`src/rtl/sld_pkg.sv`:
```
package sld_pkg;
    localparam int DATA_W     = 8;
    localparam int FRAME_BITS = DATA_W + 1;
    localparam int BITCNT_W   = $clog2(FRAME_BITS);

    typedef enum logic [1:0] {
        ST_IDLE = 2'd0,
        ST_MEM  = 2'd1,
        ST_LINK = 2'd2
    } chan_state_e;
endpackage

```
`src/rtl/sld_tx_ser.sv`:
```
module sld_tx_ser
    import sld_pkg::*;
(
    input  logic              clk,
    input  logic              rst_n,
    input  logic              load,
    input  logic [DATA_W-1:0] load_data,
    output logic              tx_vld,
    output logic              tx_bit,
    output logic              frame_done
);
    localparam logic [BITCNT_W-1:0] LAST_BIT = BITCNT_W'(FRAME_BITS - 1);

    typedef struct packed {
        logic                  active;
        logic [FRAME_BITS-1:0] shreg;
        logic [BITCNT_W-1:0]   cnt;
    } ser_s;

    ser_s r_q, r_d;

    always_comb begin
        r_d        = r_q;
        frame_done = 1'b0;
        if (load) begin
            r_d.active = 1'b1;
            r_d.shreg  = {^load_data, load_data};
            r_d.cnt    = '0;
        end else if (r_q.active) begin
            r_d.shreg = r_q.shreg >> 1;
            if (r_q.cnt == LAST_BIT) begin
                r_d.active = 1'b0;
                frame_done = 1'b1;
            end else begin
                r_d.cnt = r_q.cnt + 1'b1;
            end
        end
    end

    always_ff @(posedge clk or negedge rst_n) begin
        if (!rst_n) r_q <= '0;
        else        r_q <= r_d;
    end

    assign tx_vld = r_q.active;
    assign tx_bit = r_q.shreg[0];

    assert_no_reload_R8: assert property (@(posedge clk) disable iff (!rst_n)
        load |-> !r_q.active);
endmodule

```
`src/rtl/sld_rx_des.sv`:
```
module sld_rx_des
    import sld_pkg::*;
(
    input  logic              clk,
    input  logic              rst_n,
    input  logic              en,
    input  logic              rx_vld,
    input  logic              rx_bit,
    output logic              frame_done,
    output logic [DATA_W-1:0] frame_data,
    output logic              frame_perr
);
    localparam logic [BITCNT_W-1:0] LAST_BIT = BITCNT_W'(FRAME_BITS - 1);

    typedef struct packed {
        logic [FRAME_BITS-1:0] shreg;
        logic [BITCNT_W-1:0]   cnt;
        logic                  done;
        logic                  perr;
    } des_s;

    des_s r_q, r_d;
    logic [FRAME_BITS-1:0] shifted;

    always_comb begin
        r_d      = r_q;
        r_d.done = 1'b0;
        r_d.perr = 1'b0;
        shifted  = {rx_bit, r_q.shreg[FRAME_BITS-1:1]};
        if (!en) begin
            r_d.cnt = '0;
        end else if (rx_vld) begin
            r_d.shreg = shifted;
            if (r_q.cnt == LAST_BIT) begin
                r_d.cnt  = '0;
                r_d.done = 1'b1;
                r_d.perr = ^shifted;
            end else begin
                r_d.cnt = r_q.cnt + 1'b1;
            end
        end
    end

    always_ff @(posedge clk or negedge rst_n) begin
        if (!rst_n) r_q <= '0;
        else        r_q <= r_d;
    end

    assign frame_done = r_q.done;
    assign frame_data = r_q.shreg[DATA_W-1:0];
    assign frame_perr = r_q.perr;

    assert_done_source_R9: assert property (@(posedge clk) disable iff (!rst_n)
        r_q.done |-> $past(en && rx_vld));
endmodule

```
`src/rtl/sld_ctrl.sv`:
```
module sld_ctrl
    import sld_pkg::*;
#(
    parameter int REG_W = 32,
    parameter bit IS_RX = 1'b0
) (
    input  logic              clk,
    input  logic              rst_n,
    input  logic              cfg_we,
    input  logic              cfg_sel,
    input  logic [REG_W-1:0]  cfg_wdata,
    output logic              busy,
    output logic              irq,
    output logic              parity_err,
    output logic [REG_W-1:0]  bytes_left,
    output logic              mem_req,
    input  logic              mem_grant,
    output logic              mem_we,
    output logic [REG_W-1:0]  mem_addr,
    output logic [DATA_W-1:0] mem_wdata,
    input  logic [DATA_W-1:0] mem_rdata,
    output logic              ser_load,
    output logic [DATA_W-1:0] ser_data,
    output logic              link_en,
    input  logic              link_done,
    input  logic [DATA_W-1:0] rx_data,
    input  logic              rx_perr
);
    localparam logic [REG_W-1:0] ONE = REG_W'(1);

    typedef struct packed {
        chan_state_e       state;
        logic [REG_W-1:0]  addr;
        logic [REG_W-1:0]  count;
        logic [DATA_W-1:0] data;
        logic              irq;
        logic              perr;
    } ctrl_s;

    ctrl_s r_q, r_d;

    always_comb begin
        r_d      = r_q;
        ser_load = 1'b0;
        unique case (r_q.state)
            ST_IDLE: begin
                if (cfg_we) begin
                    if (!cfg_sel) begin
                        r_d.addr = cfg_wdata;
                    end else begin
                        r_d.count = cfg_wdata;
                        if (cfg_wdata != '0) begin
                            r_d.irq   = 1'b0;
                            r_d.perr  = 1'b0;
                            r_d.state = IS_RX ? ST_LINK : ST_MEM;
                        end
                    end
                end
            end
            ST_MEM: begin
                if (mem_grant) begin
                    r_d.addr = r_q.addr + ONE;
                    if (IS_RX) begin
                        r_d.count = r_q.count - ONE;
                        if (r_q.count == ONE) begin
                            r_d.state = ST_IDLE;
                            r_d.irq   = 1'b1;
                        end else begin
                            r_d.state = ST_LINK;
                        end
                    end else begin
                        ser_load  = 1'b1;
                        r_d.state = ST_LINK;
                    end
                end
            end
            ST_LINK: begin
                if (link_done) begin
                    if (IS_RX) begin
                        r_d.data  = rx_data;
                        r_d.perr  = r_q.perr | rx_perr;
                        r_d.state = ST_MEM;
                    end else begin
                        r_d.count = r_q.count - ONE;
                        if (r_q.count == ONE) begin
                            r_d.state = ST_IDLE;
                            r_d.irq   = 1'b1;
                        end else begin
                            r_d.state = ST_MEM;
                        end
                    end
                end
            end
            default: r_d.state = ST_IDLE;
        endcase
    end

    always_ff @(posedge clk or negedge rst_n) begin
        if (!rst_n) r_q <= '{state: ST_IDLE, default: '0};
        else        r_q <= r_d;
    end

    assign busy       = (r_q.state != ST_IDLE);
    assign irq        = r_q.irq;
    assign parity_err = r_q.perr;
    assign bytes_left = r_q.count;
    assign mem_req    = (r_q.state == ST_MEM);
    assign mem_we     = IS_RX;
    assign mem_addr   = r_q.addr;
    assign mem_wdata  = r_q.data;
    assign ser_data   = mem_rdata;
    assign link_en    = busy;

    assert_req_hold_R5: assert property (@(posedge clk) disable iff (!rst_n)
        mem_req && !mem_grant |=> mem_req && $stable(mem_addr));
    assert_start_from_write_R2: assert property (@(posedge clk) disable iff (!rst_n)
        $rose(busy) |-> $past(cfg_we && cfg_sel && (cfg_wdata != '0)));
    assert_busy_irq_excl_R11: assert property (@(posedge clk) disable iff (!rst_n)
        !(busy && irq));
    assert_count_step_R7: assert property (@(posedge clk) disable iff (!rst_n)
        busy |=> (($past(bytes_left) - bytes_left) <= ONE));
    assert_irq_at_zero_R11: assert property (@(posedge clk) disable iff (!rst_n)
        $rose(irq) |-> (bytes_left == '0));
    assert_addr_step_R6: assert property (@(posedge clk) disable iff (!rst_n)
        mem_req && mem_grant |=> mem_addr == $past(mem_addr) + ONE);
endmodule

```
`src/rtl/serial_link_dma.sv`:
```
module serial_link_dma
    import sld_pkg::*;
#(
    parameter int REG_W = 32,
    parameter bit IS_RX = 1'b0
) (
    input  logic              clk,
    input  logic              rst_n,
    input  logic              cfg_we,
    input  logic              cfg_sel,
    input  logic [REG_W-1:0]  cfg_wdata,
    output logic              busy,
    output logic              irq,
    output logic              parity_err,
    output logic [REG_W-1:0]  bytes_left,
    output logic              mem_req,
    input  logic              mem_grant,
    output logic              mem_we,
    output logic [REG_W-1:0]  mem_addr,
    output logic [7:0]        mem_wdata,
    input  logic [7:0]        mem_rdata,
    output logic              tx_vld,
    output logic              tx_bit,
    input  logic              rx_vld,
    input  logic              rx_bit
);
    logic              ser_load;
    logic [DATA_W-1:0] ser_data;
    logic              link_en;
    logic              link_done;
    logic [DATA_W-1:0] rx_data;
    logic              rx_perr;

    sld_ctrl #(.REG_W(REG_W), .IS_RX(IS_RX)) u_ctrl (
        .clk        (clk),
        .rst_n      (rst_n),
        .cfg_we     (cfg_we),
        .cfg_sel    (cfg_sel),
        .cfg_wdata  (cfg_wdata),
        .busy       (busy),
        .irq        (irq),
        .parity_err (parity_err),
        .bytes_left (bytes_left),
        .mem_req    (mem_req),
        .mem_grant  (mem_grant),
        .mem_we     (mem_we),
        .mem_addr   (mem_addr),
        .mem_wdata  (mem_wdata),
        .mem_rdata  (mem_rdata),
        .ser_load   (ser_load),
        .ser_data   (ser_data),
        .link_en    (link_en),
        .link_done  (link_done),
        .rx_data    (rx_data),
        .rx_perr    (rx_perr)
    );

    generate
        if (IS_RX) begin : g_rx
            logic unused_tx_side;
            assign unused_tx_side = ^{ser_load, ser_data};
            assign tx_vld = 1'b0;
            assign tx_bit = 1'b0;
            sld_rx_des u_des (
                .clk        (clk),
                .rst_n      (rst_n),
                .en         (link_en),
                .rx_vld     (rx_vld),
                .rx_bit     (rx_bit),
                .frame_done (link_done),
                .frame_data (rx_data),
                .frame_perr (rx_perr)
            );
        end else begin : g_tx
            logic unused_rx_side;
            assign unused_rx_side = ^{rx_vld, rx_bit, link_en};
            assign rx_data = '0;
            assign rx_perr = 1'b0;
            sld_tx_ser u_ser (
                .clk        (clk),
                .rst_n      (rst_n),
                .load       (ser_load),
                .load_data  (ser_data),
                .tx_vld     (tx_vld),
                .tx_bit     (tx_bit),
                .frame_done (link_done)
            );
        end
    endgenerate
endmodule

```
`config.mk`:
```
export PLATFORM = sky130hd
export DESIGN_NAME = serial_link_dma
export DESIGN_NICKNAME = d
export VERILOG_FILES = /design/src/rtl/sld_pkg.sv /design/src/rtl/sld_tx_ser.sv /design/src/rtl/sld_rx_des.sv /design/src/rtl/sld_ctrl.sv /design/src/rtl/serial_link_dma.sv
export SDC_FILE = /design/constraint.sdc
export NUM_CORES = 1
export LEC_CHECK = 0
export BUFFER_PORTS_ARGS = -buffer_cell sky130_fd_sc_hd__buf_2
export CAP_MARGIN = 20
export CORE_MARGIN = 8
export CORE_UTILIZATION = 55
export CTS_CLUSTER_DIAMETER = 120
export DETAILED_ROUTE_END_ITERATION = 10
export PLACE_DENSITY_LB_ADDON = 0.12
export SLEW_MARGIN = 20
export SYNTH_ARGS = -nofsm -noshare
export SYNTH_HDL_FRONTEND = slang
export SYNTH_SLANG_ARGS = --single-unit
export TNS_END_PERCENT = 1
```
`constraint.sdc`:
```
create_clock -name clk -period 2.4 [get_ports clk]
set_input_delay 0.48 -clock clk [delete_from_list [all_inputs] [get_ports clk]]
set_output_delay 0.48 -clock clk [all_outputs]
set_load 0.02 [all_outputs]
```
### Yosys cells after proc, flatten, opt, wreduce, memory -nomap -nowiden

Index checks and enable logic that the tools add are counted.

| word-level totals | value |
|---|---|
| bits in registers | 81 |
| word-level logic and storage cells | 61 |
| bits of input ports | 47 |

| cells by class | value |
|---|---|
| mux-type cells | 27 |
| add/sub/neg operators | 3 |
| equal/unequal tests | 12 |
| reduce and logical (&&, ||, !) cells | 12 |

Operators with widths:

| kind | number |
|---|---|
| $pmux 32 s2 | 2 |
| $mux 32 | 3 |
| $mux 66 | 1 |
| $mux 34 | 1 |
| $add 32x1->32 const B | 1 |
| $eq 32x1->1 const B | 1 |
| $reduce_bool 32->1 | 1 |
| $sub 32x1->32 const B | 1 |
| $mux 14 | 2 |
| $mux 2 | 6 |
| $ne 2x1->1 const B | 5 |
| $mux 1 | 9 |
| $reduce_and 4->1 | 2 |
| $reduce_bool 2->1 | 4 |
| $reduce_xor 8->1 | 1 |
| $ne 2x2->1 const B | 3 |
| $pmux 2 s3 | 1 |
| $reduce_and 6->1 | 1 |
| $reduce_and 5->1 | 1 |
| $add 4x1->4 const B | 1 |
| $eq 4x4->1 const B | 1 |
| $mux 4 | 1 |
| $eq 2x1->1 const B | 1 |
| $eq 2x2->1 const B | 1 |
| 3 further kinds | 3 |

### Depth between registers and ports, before layout

Gate-level depths: netlist of run 1.

| depth | value |
|---|---|
| depth after elaboration | 6 |
| depth in mapped cells | 9 |

### Modules after synthesis

From an unflattened synthesis of run 1, not the netlist that was laid out.

| second synthesis, totals | value |
|---|---|
| cells, all modules | 689 |
| area total of the unflattened synthesis | 5604.1 µm² |

By module, submodules not included:

| module | times used | area an instance (µm²) | cells an instance |
|---|---|---|---|
| sld_ctrl | 1 | 4888.4 | 619 |
| sld_tx_ser | 1 | 711.9 | 69 |
| serial_link_dma | 1 | 3.8 | 1 |

### Worst setup path after synthesis of run 1

Ideal clock, no wire load.

| timing path | value |
|---|---|
| kind | flip-flop to flip-flop |
| start point | register u_ctrl.r_q, in the netlist u_ctrl.bytes_left[0] |
| end point | register u_ctrl.r_q, in the netlist u_ctrl.bytes_left[26] |
| arrival | 1838 ps |
| library setup time | 126 ps |
| required time | 2274 ps |
| path slack | 436 ps |
| cell stages (with the launch flop) | 8 |
| period minus slack after synthesis | 1964 ps |
| cells stage by stage | dfrtp_1 inv_1 ha_1 nor2b_1 and4_1 nand2_1 o311a_1 a311o_1 |

| on the way | value |
|---|---|
| longest elaborated chain between the ends | 3 |

RTL lines:

| what | line | text |
|---|---|---|
| start: declaration | sld_ctrl.sv:40 | `ctrl_s r_q, r_d;` |
| start signal: assignment | sld_ctrl.sv:100 | `else r_q <= r_d;` |
| $sub 32x1->32 | sld_ctrl.sv:84 | `r_d.count = r_q.count - ONE;` |
| $mux 32 | sld_ctrl.sv:78 | `if (link_done) begin` |
| $pmux 32 s2 | sld_ctrl.sv:45 | `unique case (r_q.state)` |

No other way between the ends. The select of a mux whose other input is x is not followed.
A chain may end at the register's enable or synchronous reset.

### Worst setup path after layout of run 1

| timing path | value |
|---|---|
| start point | register u_ctrl.r_q[74] (netlist name) |
| end point | output port mem_req |

| on the way | value |
|---|---|
| longest elaborated chain between the ends | 1 |

RTL lines:

| what | line | text |
|---|---|---|
| $eq 2x1->1 | sld_ctrl.sv:107 | `assign mem_req = (r_q.state == ST_MEM);` |
| end: declaration | serial_link_dma.sv:16 | `output logic mem_req,` |

No other way between the ends.

==> metrics.md, run 1 <==
| Metric | Value |
|---|---|
| Worst Setup SP | u_ctrl.r_q[74] |
| Clock Root Buffer | clkbuf_8 |
| Skew-Pair Late Insertion Delay | about 0.37 ns |
| Crit path max-delay family | buffers and inverters |
| Crit path time final | approximately 2.2 ns |
| Final Cycle Share | about nine tenths |
| All-layer global routing usage | about a quarter |
| GRT busiest layer | met2 |
| GR Util met3 | about 5.1% |
| Setup violations, final | 0 |
| First-pass GRT wire length | about 27 mm |
| Worst path depth | 5 |
| CP max stage delay | 0.42 ns |
| Synth Area per Inst | roughly 8.4 µm² |
| Cell Chain, Critical Path | buf_4 > nand2b_1 > inv_2 > buf_4 > buf_2 |
| VDD IR-drop max | between 0.0005 and 0.0006 V |
| Fill count | between 900 and 1000 |
| CP max-delay cell | dfrtp_1 |
| Post-Synth XOR/XNOR Area | around 1.5% |
| Yosys warnings | 0 |
| Crit end category | primary output |
| GP Congestion | around 0.90 |
| Min-delay worst type | in -> async |
| Leakage | 0.00262 µW |
| Syn Std Cell Area | between 5000 and 6000 µm² |
| Gr ovfl total | 0 |
| Final Net Count | 775 |
| Sequential share of the synthesized area | 35.7% |
| Met1 usage | between 30% and 40% |
| Crit Reg-Reg Startpoint | u_ctrl.bytes_left[3] |
| Cells after Synth | 675 |
| Initial Util | 55.7% |
| Ant. Diodes | 0 |
| Port buffer count | ~110 |
| R2r setup slk | around 0.22 ns |
| CTS max path bufs | 2 |
| Crit start category | flop |
| Crit path buffers/inverters | 4 |
| Met2 Resource Use GR | 37.9% |
| Largest cells by area after synthesis | dfrtp_1 (36%), buf_4 (9.9%), a21oi_1 (4.5%), o21ai_0 (4.1%), nor2_1 (4.0%) |
| Final antenna-violating net count | 0 |
| Top FF cell, synth | dfrtp_1 |
| Detailed Place HPWL | around 13 mm |
| Critical Path Sink | mem_req |
| Most frequent cells after synthesis | dfrtp_1 (81), buf_4 (75), nor2_1 (60), nand2_1 (52), a21oi_1 (51) |
| Max_cap viols | 0 |
| DRC | 0 |
| Iter 0 DRT Violations | slightly above 700 |
| Relative slew slack | around three fifths |
| Flop and latch count out of synthesis | slightly above 80 |
| Synth Area in Simple Gates | between 20% and 30% |
| TNS Setup | 0 ns |
| CTS Buf Count | 9 |
| Antenna violations before repair | 0 |
| Area share of the largest cell type after synthesis | between 30% and 40% |
| Layout area overhead | 7.80% |
| Full die area | roughly 14000 µm² |
| Vias in the first global route | 5380 |
| Die Y-Extent | 118 µm |
| Max-slew violations | 0 |
| Largest family of logic cells by synthesized area | simple AND/OR/NAND/NOR gates |
| DR WL/cell | around 20 µm |
| Post-Place Setup Slack | 0.263 ns |
| Clk_skew | 0.00918 ns |
| Post-synthesis mux area share | 1.94% |
| Pwr Density | 1320 nW/µm² |
| Rows | 37 |
| Post-synthesis cell type count | 71 |
| Post-synth ARST share | 100% |
| Area leader, netlist | dfrtp_1 |
| Resize count post-CTS | 0 |
| Post-synth EDFFs | 0 |
| Critical Path Fanout Max | 24 |
| Worst path most repeated cell | buf_4 |
| CTS H-Tree Depth | 3 |
| Via/cell ratio | around 6.3 |
| # hold bufs at CTS | 0 |
| Wirelength, routed | roughly 17 mm |
| Post-CTS setup buffers | 0 |
| Initial DRT Pass Iterations | 6 |
| Reg2reg path depth | 5 |
| Hold slack | -0.00233 ns |
| CP arrival | approximately 1.7 ns |
| PnR worst setup slack | between 0.15 and 0.2 ns |
| Io pins | 126 |
| Worst-Margin Slew | slightly below 0.6 ns |
| Clock-pin slew of the registers on the worst-case setup and hold paths | 0.09 ns |
| Status | finished with violations |
| Sink Count | 81 |
| Worst r2r dst | u_ctrl.bytes_left[17] |
| Final Hold Fails | 6 |
| Fraction of layout cells with a size suffix above 1 | a little under a quarter |
| RSZ-0062 raised after global routing | false |
| Critical Setup Path Class | reg -> out |
| Die Width | around 120 µm |
| Core footprint | approximately 10000 µm² |
| Via count | approximately 5500 |
| Fmax | between 400 and 500 MHz |
| Req. time, crit path | around 1.9 ns |
| Adder-cell share of the synthesized area | ~1.1% |
| Failing checks | negative hold slack |
| Largest net degree at the start of global routing | 43 |
| Compound-Gate Fraction of Synth Area | 21.5% |
| Most common cell in the netlist | dfrtp_1 |
| CTS tree | done |
## worst min path at each step
stage	to	from
floorplan	g_tx.u_ser.r_q[0]	rst_n
global route	u_ctrl.mem_addr[6]	rst_n
finish	u_ctrl.mem_addr[5]	rst_n
CTS	u_ctrl.mem_addr[6]	rst_n
global placement	u_ctrl.mem_addr[7]	rst_n
detailed placement	u_ctrl.mem_addr[6]	rst_n
## worst reg2reg max path, stage by stage, from the launching register on
cell and delay [ns]:
dfrtp_1 0.48, or4_1 0.65, nor2_2 0.33, nand2_1 0.18
o32ai_1 0.30, a21oi_1 0.10
## per-layer routing
layer	share of wire (%)	vias up	routed length, µm
met4	2.3	0	399
met2	47	285	8020
met1	42	2630	7190
met3	8.5	29	1450
met5	0	-	0
li1	-	2509	-
## cell families (layout without fill, tap and decap cells)
logic type	after synthesis	count (layout)
other	1	10
adders and majority gates	5	5
and+or+nand+nor	259	259
AOI/OAI and AO/OA	187	187
muxes	11	11
DFF	81	81
buffers and inverters	121	165
xor gates and xnor gates	10	10
## cell usage in the layout, fill, tap and decap left out, types with 15 or more instances in the layout
master / count
nor3_1: 25
nand3_1: 28
nor2_1: 60
nor4_1: 21
a21oi_1: 50
nand2_1: 52
o21ai_0: 47
and3_1: 15
buf_2: 112
buf_4: 25
dfrtp_1: 81
## flip-flops by register name, indices dropped and copies added (netlist names)
register / count
u_ctrl.mem_addr: 32
g_tx.u_ser.tx_bit: 1
u_ctrl.r_q: 2
g_tx.u_ser.r_q: 12
u_ctrl.irq: 1
g_tx.u_ser.tx_vld: 1
u_ctrl.bytes_left: 32
## cell type report
cell class	instances	area [µm²]	share of cell area [%]
Clock buffer	13	149	2.43
Sequential cell	81	2030	33.1
Timing Repair Buffer	139	788	12.9
Clock inverter	3	40.0	0.654
Multi-Input combinational cell	482	2910	47.5
Inverter	10	37.5	0.613
Tap cell	136	170	2.78
## power breakdown
part | internal, µW | total (µW) | leakage [µW] | switching [µW]
registers | 1990 | 2860 | 0.000945 | 867
clock network | 508 | 1030 | 0.0000974 | 525
logic | 1540 | 4160 | 0.00157 | 2630
## through the flow
step / util (%) / hold WS (ns) / std cells / power [µW] / instance area [µm²]
finish: 60.1 / -0.00233 / 864 / 8060 / 6120
global placement: 58.2 / 0.398 / 848 / 6870 / 5930
detailed placement: 58.2 / 0.398 / 848 / 7010 / 5930
global route: 60.1 / 0.0197 / 864 / 8600 / 6120
CTS: 60.1 / 0.00720 / 864 / 8030 / 6120
floorplan: - / 0.184 / 684 / 6280 / 5710
(Power assumes the default switching activity.)
==> run 2: changes to the inputs <==
--- a/config.mk
+++ b/config.mk
@@ -8,7 +8,7 @@
 export BUFFER_PORTS_ARGS = -buffer_cell sky130_fd_sc_hd__buf_2
 export CAP_MARGIN = 20
 export CORE_MARGIN = 8
-export CORE_UTILIZATION = 55
+export CORE_UTILIZATION = 60
 export CTS_CLUSTER_DIAMETER = 120
 export DETAILED_ROUTE_END_ITERATION = 10
 export PLACE_DENSITY_LB_ADDON = 0.12
==> constraint.sdc (replaced) <==
create_clock -name clk -period 2.8 [get_ports clk]
set_input_delay 0.56 -clock clk [delete_from_list [all_inputs] [get_ports clk]]
set_output_delay 0.56 -clock clk [all_outputs]
set_load 0.02 [all_outputs]
==> metrics.md, run 2 (synthesis gave the netlist of run 1 again) <==
| Metric | Value |
|---|---|
| Wirelength, routed | 16.7 mm |
| Fmax | approximately 400 MHz |
| Metal-1 WL | 6.83 mm |
| Storage cell area | between 2000 and 2500 µm² |
| Worst path most repeated cell | buf_4 |
| Rows | 35 |
| Commonest non-fill, non-tap cell in the layout | buf_2 |
| Full die area | ~13000 µm² |
| Initial Util | 61.7% |
| Max-slew violations | 0 |
| Detailed Place HPWL | 12.3 mm |
| Gr ovfl total | 0 |
| CTS Buf Count | 9 |
| Core footprint | roughly 9000 µm² |
| Port buffer count | 113 |
| Fill count | 797 |
| Dpl cell area | ~5800 µm² |
| Final Net Count | about 770 |
| CP max stage delay | around 0.6 ns |
| Status | finished clean |
| Req. time, crit path | between 2 and 2.5 ns |
| CP max-delay cell | dfrtp_1 |
| Clock-pin slew of the registers on the worst-case setup and hold paths | 0.09 ns |
| PnR worst setup slack | about 0.23 ns |
| Layout area overhead | 6.44% |
| Final Cycle Share | between 90% and 100% |
| Fraction of layout cells with a size suffix above 1 | a little under a quarter |
| Post-CTS setup buffers | 0 |
| Crit start category | flop |
| Die Y-Extent | ~110 µm |
| Io pins | between 100 and 150 |
| CP arrival | 2.01 ns |
| Sink Count | 81 |
| Resize count post-CTS | 0 |
| Crit end category | primary output |
| Ant. Diodes | 0 |
| VDD IR-drop max | between 0.0005 and 0.0006 V |
| Initial DRT Pass Iterations | 5 |
| All-layer global routing usage | approximately 25% |
| Commonest cells after routing, fill and taps aside | buf_2 (112), dfrtp_1 (81), nor2_1 (60) |
| Crit path max-delay family | buffers and inverters |
| Met2 wire len | between 7 and 8 mm |
| DRC | 0 |
| CTS tree | done |
| Cell Chain, Critical Path | buf_4 > nand2b_1 > inv_2 > buf_4 > buf_2 |
| Relative slew slack | 55.3% |
| CTS H-Tree Depth | 3 |
| Total Power | between 6000 and 7000 µW |
| Crit path buffers/inverters | 4 |
| Via/cell ratio | approximately 6.6 |
| Via count | between 5000 and 6000 |
| Top Metal Used | met4 |
| Met3 WL post-DR | about 1.6 mm |
| Clk_skew | about 0.017 ns |
| DR WL/cell | between 20 and 25 µm |
| Placed cells | between 800 and 900 |
| Iter 0 DRT Violations | 520 |
| Max_cap viols | 0 |
| Worst-Margin Slew | 0.670 ns |
| Die Width | around 110 µm |
| Final Hold Fails | 0 |
| Antenna violations before repair | 0 |
| Multi-input gate area | 2910 µm² |
| Crit path time final | 2.57 ns |
| Vias in the first global route | around 5200 |
| CTS max path bufs | 2 |
| RSZ-0062 raised after global routing | false |
| Largest net degree at the start of global routing | 50 |
| Critical Setup Path Class | reg -> out |
| Clock Root Buffer | clkbuf_8 |
| GP Congestion | 0.930 |
| Pwr Density | approximately 1100 nW/µm² |
| # hold bufs at CTS | 0 |
| Final instance area | between 6000 and 7000 µm² |
| First-pass GRT wire length | 26.5 mm |
| Final antenna-violating net count | 0 |
| Skew-Pair Late Insertion Delay | between 0.3 and 0.4 ns |
| Post-Place Setup Slack | slightly below 0.5 ns |
| Final Non-Filler Cells | between 800 and 900 |
| Critical Path Fanout Max | 18 |
| Min-delay worst type | in -> async |
| Leakage | between 0.002 and 0.003 µW |
| TNS Setup | 0 ns |
| Setup violations, final | 0 |
-- run 2: changes by cell type in the layout (fill, tap and decap cells not counted), sizes merged --
| cell | change |
|---|---|
| buf | -8 |
| clkinvlp | +2 |
| clkbuf | -1 |
| clkinv | -1 |
-- run 2: path summary, 6_finish.rpt --
kind | slack [ns] | to | from | cells past startpoint
max | 0.23 | mem_req | u_ctrl.r_q[74] | 5
min | 0.12 | u_ctrl.mem_addr[7] | rst_n | 1
max reg2reg | 0.46 | u_ctrl.bytes_left[26] | u_ctrl.bytes_left[0] | 7
min reg2reg | 0.53 | g_tx.u_ser.r_q[12] | g_tx.u_ser.r_q[12] | 2
max in group asynchronous | 2.04 | u_ctrl.r_q[75] | rst_n | 2
min in group clk | 0.43 | g_tx.u_ser.r_q[8] | mem_rdata[4] | 3
-- run 2: metal layers --
metal | vias up | GRT usage [%]
li1 | 2499 | -
met1 | 2639 | 33.3
met2 | 304 | 38.7
met3 | 57 | 6.82
met4 | 0 | 11.0
met5 | - | 0
-- run 2: per-stage QoR --
step	hold WS, ns	util [%]
after floorplan	0.264	-
after global placement	0.505	63.3
after detailed placement	0.511	63.3
after CTS	0.139	65.7
after global routing	0.159	65.7
final	0.116	65.7
-- run 2: power breakdown --
group	total [µW]	switching, µW	internal, µW
registers	2460	750	1710
logic	3490	2210	1270
clock network	942	458	484
total	6890	3420	3460
-- run 2: cell type report --
type	count	share of cell area (%)
multi-input cells	482	48.1
flip-flops and latches	81	33.6
repair buffers	131	11.8
clock buffers	12	2.73
well taps	111	2.30
clock inverters	4	0.829
inverters	10	0.621
==> run 3: changes to the inputs <==
--- a/config.mk
+++ b/config.mk
@@ -6,9 +6,9 @@
 export NUM_CORES = 1
 export LEC_CHECK = 0
 export BUFFER_PORTS_ARGS = -buffer_cell sky130_fd_sc_hd__buf_2
-export CAP_MARGIN = 20
+export CAP_MARGIN = 40
 export CORE_MARGIN = 8
-export CORE_UTILIZATION = 60
+export CORE_UTILIZATION = 40
 export CTS_CLUSTER_DIAMETER = 120
 export DETAILED_ROUTE_END_ITERATION = 10
 export PLACE_DENSITY_LB_ADDON = 0.12
==> constraint.sdc (replaced) <==
create_clock -name clk -period 2.8 [get_ports clk]
set_input_delay 0.56 -clock clk [delete_from_list [all_inputs] [get_ports clk]]
set_output_delay 0.56 -clock clk [all_outputs]
set_load 0.01 [all_outputs]
==> metrics.md, run 3 (synthesis gave the netlist of run 1 again) <==
| Metric | Value |
|---|---|
| Status | finished clean |
| Min-delay worst type | in -> async |
| Fraction of layout cells with a size suffix above 1 | approximately 23% |
| Placed cells | 886 |
| Pwr Density | ~1100 nW/µm² |
| Sink Count | 81 |
| Final antenna-violating net count | 0 |
| Post-CTS setup buffers | 0 |
| Met3 WL post-DR | around 1.5 mm |
| Io pins | approximately 130 |
| Rows | 43 |
| Setup violations, final | 0 |
| Full die area | ~18000 µm² |
| Crit start category | flop |
| Resize count post-CTS | 0 |
| Req. time, crit path | approximately 3 ns |
| Total Power | between 6000 and 7000 µW |
| Ant. Diodes | 0 |
| Crit end category | flop |
| Cell Chain, Critical Path | inv_1 > ha_1 > nor2b_1 > and4_1 > nand2_1 > o311a_1 > a311o_1 |
| Clock-pin slew of the registers on the worst-case setup and hold paths | roughly 0.060 ns |
| First-pass GRT wire length | 29.8 mm |
| Final Net Count | ~770 |
| Die Y-Extent | ~140 µm |
| Detailed Place HPWL | about 14 mm |
| DR WL/cell | 20.6 µm |
| Die Width | between 100 and 150 µm |
| Initial DRT Pass Iterations | 5 |
| Met2 wire len | 8.34 mm |
| Via/cell ratio | around 6.0 |
| Commonest cells after routing, fill and taps aside | buf_2 (112), dfrtp_1 (81), nor2_1 (60) |
| Crit path time final | 2.35 ns |
| Port buffer count | ~110 |
| PnR worst setup slack | 0.449 ns |
| Clk_skew | 0.00625 ns |
| CP arrival | between 2 and 3 ns |
| GP Congestion | between 0.8 and 0.9 |
| Final Hold Fails | 0 |
| Critical Setup Path Class | reg -> reg |
| Fmax | 425 MHz |
| Layout area overhead | 9.10% |
| Worst-Margin Slew | ~0.61 ns |
| Critical Path Fanout Max | 5 |
| VDD IR-drop max | 0.000393 V |
| Clock Root Buffer | clkbuf_16 |
| Metal-1 WL | about 8 mm |
| CTS max path bufs | 2 |
| RSZ-0062 raised after global routing | false |
| CP max stage delay | between 0.4 and 0.5 ns |
| Largest net degree at the start of global routing | 40 |
| # hold bufs at CTS | 0 |
| TNS Setup | 0 ns |
| DRC | 0 |
| CP max-delay cell | nor2b_1 |
| Final Non-Filler Cells | 902 |
| All-layer global routing usage | between 20% and 30% |
| Gr ovfl total | 0 |
| CTS H-Tree Depth | 3 |
| Final Cycle Share | a little over four fifths |
| Vias in the first global route | around 5300 |
| Hold slack | approximately 0.19 ns |
| CTS Buf Count | 9 |
| Max_cap viols | 0 |
| Initial Util | roughly two fifths |
| Commonest non-fill, non-tap cell in the layout | buf_2 |
| Core footprint | approximately 14000 µm² |
| Skew-Pair Late Insertion Delay | approximately 0.35 ns |
| Top Metal Used | met5 |
| CTS tree | done |
| Antenna violations before repair | 1 |
| Iter 0 DRT Violations | 497 |
| Leakage | between 0.002 and 0.003 µW |
| Via count | 5428 |
| Wirelength, routed | between 15 and 20 mm |
| Post-Place Setup Slack | ~0.48 ns |
| Relative slew slack | between 50% and 60% |
| Max-slew violations | 0 |
## run 3: changes by cell type in the layout (fill, tap and decap cells not counted), moves of 2 or more
cell	change
clkbuf_1	+2
clkinvlp_4	-2
clkinv_2	+2
buf_4	+3
clkbuf_8	-10
clkbuf_16	+9
## run 3: routing by layer
metal	track usage, %	vias to the layer above
met5	0	-
met4	8.88	2
met3	6.05	39
met2	31.4	205
met1	26.8	2674
li1	-	2508
## run 3: power by group
part | switching (µW) | internal (µW) | total [µW]
Clock | 491 | 646 | 1140
Combinational | 1890 | 1270 | 3160
Sequential | 761 | 1710 | 2470
## run 3: through the flow
step	util, %	instance area, µm²
2_1_floorplan	-	5710
3_3_place_gp	42.6	5920
3_5_place_dp	42.6	5920
4_1_cts	44.6	6190
5_1_grt	44.6	6190
6_report	44.6	6190
## run 3: worst max-delay path, delay by kind of cell, from the launching register on
kind | cells | cell delay, ns
and+or+nand+nor | 3 | 0.95
adders and majority gates | 1 | 0.19
buffers and inverters | 1 | 0.12
DFF | 1 | 0.42
AOI/OAI and AO/OA | 2 | 0.57
## run 3: layout make-up
type / count / area [µm²]
timing repair buffer: 133 / 718
clock buffer: 13 / 260
clock inverter: 3 / 15.0
fill: 1435 / 7690
sequential: 81 / 2030
multi-input combinational: 482 / 2910
inverter: 10 / 37.5
tap: 180 / 225
## run 3: path summary, 6_finish.rpt
check	start	end	slack, ns	depth (start not counted)
min in group clk	mem_rdata[6]	g_tx.u_ser.r_q[10]	0.44	3
hold reg to reg	g_tx.u_ser.r_q[12]	g_tx.u_ser.r_q[12]	0.53	2
setup / recovery	u_ctrl.bytes_left[0]	u_ctrl.bytes_left[26]	0.45	7
hold / removal	rst_n	u_ctrl.mem_addr[8]	0.19	1
setup reg to reg	u_ctrl.bytes_left[0]	u_ctrl.bytes_left[26]	0.45	7
max in group asynchronous	rst_n	u_ctrl.mem_addr[9]	1.85	2
